<file path="src/rtl/part_guard_pkg.sv">
package part_guard_pkg;
  typedef enum logic [1:0] {
    VERDICT_GRANT = 2'd0,
    VERDICT_ERR   = 2'd1,
    VERDICT_RAZ   = 2'd2
  } verdict_e;
endpackage

</file>
<file path="src/rtl/part_map_regs.sv">
module part_map_regs #(
  parameter int NPART = 16
) (
  input  logic             clk,
  input  logic             rst,
  input  logic             cfg_mode_i,
  input  logic [NPART-1:0] own_vec_i,
  input  logic [NPART-1:0] ro_vec_i,
  input  logic [NPART-1:0] oth_rd_vec_i,
  output logic [NPART-1:0] own_q,
  output logic [NPART-1:0] ro_q,
  output logic [NPART-1:0] oth_q
);
  // Loaded while reset is held (so the release edge keeps the last value)
  // and while configuration mode is active; frozen otherwise.
  always_ff @(posedge clk) begin
    if (rst || cfg_mode_i) begin
      own_q <= own_vec_i;
      ro_q  <= ro_vec_i;
      oth_q <= oth_rd_vec_i;
    end
  end
endmodule

</file>
<file path="src/rtl/part_index.sv">
module part_index #(
  parameter int IDX_W = 8,
  parameter int NPART = 16,
  localparam int SEL_W = $clog2(NPART)
) (
  input  logic [IDX_W-1:0] field_i,
  output logic [SEL_W-1:0] sel_o
);
  generate
    if (IDX_W > SEL_W) begin : g_clamp
      // Region beyond the last full partition folds onto the last entry.
      assign sel_o = (field_i >= IDX_W'(NPART-1)) ? SEL_W'(NPART-1)
                                                  : field_i[SEL_W-1:0];
    end else begin : g_direct
      assign sel_o = SEL_W'(field_i);
    end
  endgenerate
endmodule

</file>
<file path="src/rtl/rights_eval.sv">
module rights_eval
  import part_guard_pkg::*;
(
  input  logic     own_bit_i,
  input  logic     ro_bit_i,
  input  logic     oth_bit_i,
  input  logic     dom_i,
  input  logic     write_i,
  input  logic     silent_en_i,
  output verdict_e verdict_o
);
  logic is_owner;
  logic allow;

  always_comb begin
    is_owner = (dom_i == own_bit_i);
    if (is_owner) allow = !write_i || !ro_bit_i;
    else          allow = (oth_bit_i != own_bit_i) && !write_i;

    if (allow)                      verdict_o = VERDICT_GRANT;
    else if (dom_i || !silent_en_i) verdict_o = VERDICT_ERR;
    else                            verdict_o = VERDICT_RAZ;
  end
endmodule

</file>
<file path="src/rtl/viol_log.sv">
module viol_log #(
  parameter int ADDR_W = 22
) (
  input  logic              clk,
  input  logic              rst,
  input  logic              viol_i,
  input  logic [ADDR_W-1:0] addr_i,
  input  logic              clr_i,
  output logic [ADDR_W-1:0] viol_addr_o,
  output logic              viol_irq_o
);
  always_ff @(posedge clk) begin
    if (rst) begin
      viol_addr_o <= '0;
      viol_irq_o  <= 1'b0;
    end else begin
      if (viol_i) viol_addr_o <= addr_i;
      viol_irq_o <= viol_i || (viol_irq_o && !clr_i);
    end
  end
endmodule

</file>
<file path="src/rtl/part_guard.sv">
module part_guard
  import part_guard_pkg::*;
#(
  parameter int ADDR_W  = 22,
  parameter int PART_KB = 16,
  parameter int NPART   = 16
) (
  input  logic              clk,
  input  logic              rst,
  input  logic              cfg_mode_i,
  input  logic [NPART-1:0]  own_vec_i,
  input  logic [NPART-1:0]  ro_vec_i,
  input  logic [NPART-1:0]  oth_rd_vec_i,
  input  logic              silent_en_i,
  input  logic              acc_valid_i,
  input  logic              acc_dom_i,
  input  logic              acc_write_i,
  input  logic [ADDR_W-1:0] acc_addr_i,
  input  logic              viol_clr_i,
  output logic              rsp_valid_o,
  output logic              rsp_grant_o,
  output logic              rsp_err_o,
  output logic              rsp_raz_o,
  output logic [ADDR_W-1:0] viol_addr_o,
  output logic              viol_irq_o
);
  localparam int OFFS_W = $clog2(PART_KB) + 10;
  localparam int IDX_W  = ADDR_W - OFFS_W;
  localparam int SEL_W  = $clog2(NPART);

  logic [NPART-1:0] own_q, ro_q, oth_q;
  logic [SEL_W-1:0] sel;
  verdict_e         verdict;
  logic             viol_now;

  part_map_regs #(.NPART(NPART)) map_i (
    .clk(clk), .rst(rst), .cfg_mode_i(cfg_mode_i),
    .own_vec_i(own_vec_i), .ro_vec_i(ro_vec_i), .oth_rd_vec_i(oth_rd_vec_i),
    .own_q(own_q), .ro_q(ro_q), .oth_q(oth_q)
  );

  part_index #(.IDX_W(IDX_W), .NPART(NPART)) idx_i (
    .field_i(acc_addr_i[ADDR_W-1:OFFS_W]),
    .sel_o(sel)
  );

  rights_eval eval_i (
    .own_bit_i(own_q[sel]), .ro_bit_i(ro_q[sel]), .oth_bit_i(oth_q[sel]),
    .dom_i(acc_dom_i), .write_i(acc_write_i), .silent_en_i(silent_en_i),
    .verdict_o(verdict)
  );

  assign viol_now = acc_valid_i && (verdict != VERDICT_GRANT);

  always_ff @(posedge clk) begin
    if (rst) begin
      rsp_valid_o <= 1'b0;
      rsp_grant_o <= 1'b0;
      rsp_err_o   <= 1'b0;
      rsp_raz_o   <= 1'b0;
    end else begin
      rsp_valid_o <= acc_valid_i;
      rsp_grant_o <= acc_valid_i && (verdict == VERDICT_GRANT);
      rsp_err_o   <= acc_valid_i && (verdict == VERDICT_ERR);
      rsp_raz_o   <= acc_valid_i && (verdict == VERDICT_RAZ);
    end
  end

  viol_log #(.ADDR_W(ADDR_W)) log_i (
    .clk(clk), .rst(rst), .viol_i(viol_now), .addr_i(acc_addr_i),
    .clr_i(viol_clr_i), .viol_addr_o(viol_addr_o), .viol_irq_o(viol_irq_o)
  );
endmodule

</file>
<file path="config.mk">
export PLATFORM = sky130hd
export DESIGN_NAME = part_guard
export DESIGN_NICKNAME = d
export VERILOG_FILES = /design/src/rtl/part_guard_pkg.sv /design/src/rtl/part_map_regs.sv /design/src/rtl/part_index.sv /design/src/rtl/rights_eval.sv /design/src/rtl/viol_log.sv /design/src/rtl/part_guard.sv
export SDC_FILE = /design/constraint.sdc
export NUM_CORES = 1
export LEC_CHECK = 0
export ABC_AREA = 0
export BUFFER_PORTS_ARGS = -buffer_cell sky130_fd_sc_hd__buf_4
export CAP_MARGIN = 10
export CORE_ASPECT_RATIO = 0.7
export CORE_MARGIN = 10
export CORE_UTILIZATION = 50
export CTS_CLUSTER_SIZE = 12
export DETAILED_ROUTE_END_ITERATION = 10
export GPL_TIMING_DRIVEN = 1
export PLACE_DENSITY_LB_ADDON = 0.1
export SYNTH_ARGS = -nofsm -noshare
export SYNTH_HDL_FRONTEND = slang
export SYNTH_SLANG_ARGS = --single-unit
</file>
<file path="constraint.sdc">
create_clock -name clk -period 4.6 [get_ports clk]
set_input_delay 0.69 -clock clk [delete_from_list [all_inputs] [get_ports clk]]
set_output_delay 0.69 -clock clk [all_outputs]
set_load 0.005 [all_outputs]
</file>
After elaboration in Yosys (flattened, before gate mapping)
Index checks and enable logic that the tools add are counted.
- output and inout bits: 27
- input bits: 78
- logic and storage cells: 41
- bits in registers: 75
- order comparisons: 2
- muxes and demuxes: 10
- equal/unequal tests: 4
- reductions and logical operators: 16
- operator list (kind ; number):
    binary-select mux 1 bit (select 4 bit) ; 3
    >= comparator 8 x 4 -> 1 bit, second input constant ; 1
    logical AND 1 bit ; 6
    < comparator 4 x 5 -> 1 bit, second input constant ; 1
    zero test 1 bit ; 4
    logical OR 1 bit ; 4
    two-way mux 1 bit ; 4
    two-way mux 2 bit ; 2
    two-way mux 4 bit ; 1
    equality test 2 x 1 -> 1 bit, second input constant ; 1
    equality test 2 bit, second input constant ; 1
    zero test 2 bit ; 1
    nonzero test 2 bit ; 1
    equality test 1 bit ; 1
    != test 1 bit ; 1

Logic depth before layout (Yosys ltp)
- depth after elaboration: 11
- gate-level depth with buffers: 10
- depth with buffers taken out: 7

Cells and area by module
Synthesis repeated with hierarchy kept, for this count alone.
- cells, all modules: 179
- area total of the unflattened synthesis: 2901.5 um^2
- modules (own cells, without submodules) (module ; cells each ; area each (um^2) ; seq. area each (um^2) ; instances):
    part_map_regs ; 49 ; 1447.6 ; 1441.4 ; 1
    viol_log ; 75 ; 838.3 ; 460.4 ; 1
    part_guard ; 39 ; 518.0 ; 80.1 ; 1
    rights_eval ; 11 ; 60.1 ; 0.0 ; 1
    part_index ; 5 ; 37.5 ; 0.0 ; 1

Worst setup path before layout
No wires, ideal clock.
- path type: input port to flip-flop
- start: input port acc_addr_i[21]
- end: register log_i.viol_addr_o[10]
- cell stages on the path: 9
- setup slack: 1769 ps
- arrival time: 2760 ps
- library setup time: 72 ps
- buffers on the path: 2
- data required time: 4528 ps
- cell sequence: or4_4 > buf_6 > o21ai_1 > a22oi_1 > a211oi_2 > mux2_4 > o22ai_4 > buf_12 > mux2i_1
- word-level cells in the longest chain between the ends: 10
- elaborated cells on any way between the ends: 17
- those cells by class: 1 x order compare; 2 x eq/ne; 9 x mux; 5 x reduce/logical
- RTL lines (item ; line ; source):
    start: declaration ; part_guard.sv:18 ; input logic [ADDR_W-1:0] acc_addr_i,
    >= comparator 8 x 4 -> 1 bit * ; part_index.sv:12 ; assign sel_o = (field_i >= IDX_W'(NPART-1)) ? SEL_W'(NPART-1)
    two-way mux 4 bit * ; part_index.sv:12 ;
    binary-select mux 1 bit (select 4 bit) ; part_guard.sv:48 ; .own_bit_i(own_q[sel]), .ro_bit_i(ro_q[sel]), .oth_bit_i(oth_q[sel]),
    two-way mux 1 bit (not written as such) ; part_guard.sv:48 ;
    != test 1 bit / zero test 1 bit (equally long branches) ; rights_eval.sv:18, rights_eval.sv:17 ;
    logical AND 1 bit / logical OR 1 bit (equally long branches) ; rights_eval.sv:18, rights_eval.sv:17 ;
    two-way mux 1 bit * ; rights_eval.sv:17 ; if (is_owner) allow = !write_i || !ro_bit_i;
    two-way mux 2 bit * ; rights_eval.sv:20 ; if (allow) verdict_o = VERDICT_GRANT;
    nonzero test 2 bit * ; part_guard.sv:53 ; assign viol_now = acc_valid_i && (verdict != VERDICT_GRANT);
    logical AND 1 bit * ; part_guard.sv:53 ;
    end signal: assignment ; viol_log.sv:17 ; if (viol_i) viol_addr_o <= addr_i;
    end: declaration ; viol_log.sv:9 ; output logic [ADDR_W-1:0] viol_addr_o,
Every way passes the cells marked *; elsewhere a longest branch is shown, timed or not. The select of a mux whose other input is x is not followed.
A chain may end at the register's enable or synchronous reset.

Worst setup path in the final report
- start: input port acc_addr_i[21]
- end: register log_i.viol_addr_o[5]
The elaborated chain is that of the path after synthesis.

==> qor.log <==
qor: global_route.grt_pass1_wl 11000 µm
qor: power_and_ir_drop.vdd.ir_drop.worst 0.000208 V
qor: timing.tns 0 ns
qor: routing.detail_route.vias_per_cell 5.09
qor: cts.cts-buffers-inserted 9
qor: cts.clkTransAtPathRegs 0.07 ns
qor: layout.fill_cells 476
qor: power_and_ir_drop.p_int 1.09 mW
qor: hold_path.hold_path.class flip-flop to flip-flop
qor: power_and_ir_drop.power_frac_clock 30.2%
qor: timing.maxClockFrequency 326 MHz
qor: setup_path.critical_path.endpoint_type flip-flop
qor: timing.setup_ws 1.53 ns
qor: setup_path.crit_path_start_kind input port
qor: die.pin_count 105
qor: cts.tritoncts done
qor: synthesis.cell_count_after_synthesis 216
qor: layout.drive_gt1_share 42.9%
qor: power_and_ir_drop.powerDensity 345 nW/µm²
qor: cts.max-clock-path-buffers 2
qor: setup_path.worst-endpoint-required 4.88 ns
qor: timing.skew 0.00401 ns
qor: routing.routed_wire_length_per_instance 17.2 µm
qor: setup_path.timing.critical_path.fanout_max 23
qor: synthesis.postSynthAreaPerCell 14.9 µm²
qor: synthesis.synthesis_stage_register_bit_count 75
qor: layout.post_layout_nonfiller_instances 400
qor: place.placedInstanceArea 3980 µm²
qor: cts.count_of_hold_fix_buffers_inserted_at_cts 0
qor: timing.setup_violations 0
qor: synthesis.synth.net_count 294
qor: die.floorplan.core_area 6250 µm²
qor: timing.hold_viol 0
qor: die.initial_utilization 51.6%
qor: place.worst_setup_timing_slack_at_the_placement_stage 1.16 ns
qor: power_and_ir_drop.p_comb_share 14.2%
qor: global_route.antenna_found_initial 0
qor: layout.antennaDiodeCount 0
qor: power_and_ir_drop.power.switching 0.339 mW
qor: power_and_ir_drop.sequentialPowerShare 55.6%
qor: die.die_w 116 µm
qor: synthesis.postSynth.asyncResetShare 0%
qor: synthesis.synth_seq_area_share 61.4%
qor: timing.rsz0062_at_grt false
qor: synthesis.ys.flop_type edfxtp_1
qor: layout.layout-area-overhead-vs-synth 28.7%
qor: routing.detailedRoute.firstPassIterationCount 4
qor: place.dp_hpwl 5140 µm
qor: timing.min_period 3.07 ns
qor: routing.vias 2037
qor: cts.post_cts.repair.setup_buffers 0
qor: synthesis.post_synth_edffs 48
qor: die.num_rows 24
qor: cts.post_cts.resized_instances 0
qor: cts.num_clock_sinks 75
qor: setup_path.cp_data_arrival_time 3.35 ns
qor: place.placed_cells_incl_taps 384
qor: die.fp.dieH 87.2 µm
qor: cts.worst_skew_pair.late_latency 0.35 ns
qor: routing.drt_wl_total 6870 µm
qor: timing.worst_tran_pin_value 1.07 ns
qor: timing.worst_slew_margin_rel 28.7%
qor: layout.layout_cell_area_excl_fill 4150 µm²
qor: global_route.grt_start_max_net_pins 49
qor: cts.clock_tree.root_cell clkbuf_8
qor: synthesis.yosysWarningCount 0
qor: cts.h-tree-depth 3
qor: routing.drc_errors 0
qor: global_route.gr-total-overflow 0
qor: power_and_ir_drop.static-leakage-power 1.69 nW
qor: global_route.via_count_of_the_first_global_routing_pass 2305
qor: layout.design.final.nets 395
qor: status.run_status complete, no violations
qor: routing.drt.antenna.violating_nets 0
qor: die.floorplan.die_area 10100 µm²
qor: place.globalplace.congestion 0.839
qor: global_route.globalRouteTotalUtil 14.0%
qor: power_and_ir_drop.p_sw_share 23.7%
qor: setup_path.crit_type input port to flip-flop
qor: synthesis.synth_cell_type_count 44
qor: layout.area.sequential 1980 µm²
qor: timing.whs 0.476 ns
qor: run.cap_violations 0
qor: timing.slew_viol_final 0
qor: routing.initialDrtViolationCount 83
qor: synthesis.syn_area 3230 µm²
qor: layout.area_of_the_multi_input_gates 1120 µm²
qor: place.buffer_ports.inserted 104
qor: timing.fin_crit_sh 66.7%
==> flip-flops by register name, indices dropped and copies added (netlist names) <==
register           cells
log_i.viol_addr_o     22
map_i.oth_q           16
map_i.own_q           16
map_i.ro_q            16
log_i.viol_irq_o       1
rsp_err_o              1
rsp_grant_o            1
rsp_raz_o              1
rsp_valid_o            1
==> power groups by stage <==
stage,Clock (mW),Combinational (mW),Sequential [mW]
after floorplan,0,0.116,0.807
after global placement,0,0.202,0.810
after detailed placement,0,0.206,0.812
after CTS,0.448,0.206,0.797
after global routing,0.476,0.221,0.802
final,0.433,0.203,0.796
==> kinds of logic after synthesis <==
logic type	after synthesis	synth area share (%)
AOI/OAI and AO/OA	17	4.96
and+or+nand+nor	70	13.8
DFF	75	61.4
muxes	39	15.8
buffers and inverters	15	3.96
==> layout by cell type, fill, tap and decap left out, types with 2 or more instances in the layout <==
cell,Yosys,final
dfxtp_1,27,27
buf_4,4,104
a22oi_1,2,2
nand2_1,4,4
clkinv_4,0,2
nor3b_1,2,2
or2b_1,2,2
nand2b_1,46,46
mux2i_1,28,28
mux4_2,9,9
nor2_2,2,2
clkinvlp_4,0,2
clkbuf_8,0,9
nor2b_1,3,3
o31ai_1,2,2
edfxtp_1,48,48
==> worst max-delay path, stage by stage <==
cell and delay [ns]:
buf_4 0.12, or4_4 0.60, o21ai_1 0.17, a22oi_1 0.11, a211oi_2 0.26, mux2_4 0.35, o22ai_4 0.77, mux2i_1 0.26
==> per-stage QoR <==
stage | total power [mW] | util, %
floorplan | 0.924 | -
global placement | 1.01 | 63.7
detailed placement | 1.02 | 63.7
CTS | 1.45 | 66.4
global route | 1.50 | 66.4
finish | 1.43 | 66.4
==> layout make-up <==
cell class,count,share of cell area [%]
clock buffers,10,3.08
clock inverters,6,1.03
inverters,1,0.0904
multi-input cells,126,26.9
flip-flops and latches,75,47.8
well taps,78,2.35
repair buffers,104,18.8
==> layer usage <==
metal  vias up  wire length (µm)  part of all wire (%)  track usage (%)
li1        995                 -                     -                -
met1       959              3020                    44             16.8
met2        71              3170                    46             21.7
met3        12               578                   8.4             6.47
met4         0               105                   1.5             5.10
met5         -                 0                     0                0
==> synthesized netlist by cell type (2+ instances only) <==
master    number  area (µm²)
buf_6          3        33.8
dfxtp_1       27         541
mux4_2         9         203
o31ai_1        2        15.0
nor3b_1        2        15.0
nand2_1        4        15.0
nor2b_1        3        18.8
mux2i_1       28         280
a22oi_1        2        15.0
nand2b_1      46         288
nor2_2         2        12.5
or2b_1         2        15.0
buf_12         2        40.0
edfxtp_1      48        1440
clkbuf_1       4        15.0
buf_4          4        30.0
==> final timing paths <==
| check | slack, ns | endpoint | cells after the start | start |
|---|---|---|---|---|
| setup / recovery | 1.53 | log_i.viol_addr_o[5] | 8 | acc_addr_i[21] |
| hold / removal | 0.48 | log_i.viol_addr_o[21] | 2 | log_i.viol_addr_o[21] |
| setup reg to reg | 1.92 | log_i.viol_addr_o[5] | 6 | map_i.own_q[5] |
| hold reg to reg | 0.48 | log_i.viol_addr_o[21] | 2 | log_i.viol_addr_o[21] |
Note: power is estimated with default switching activity, not from simulation.
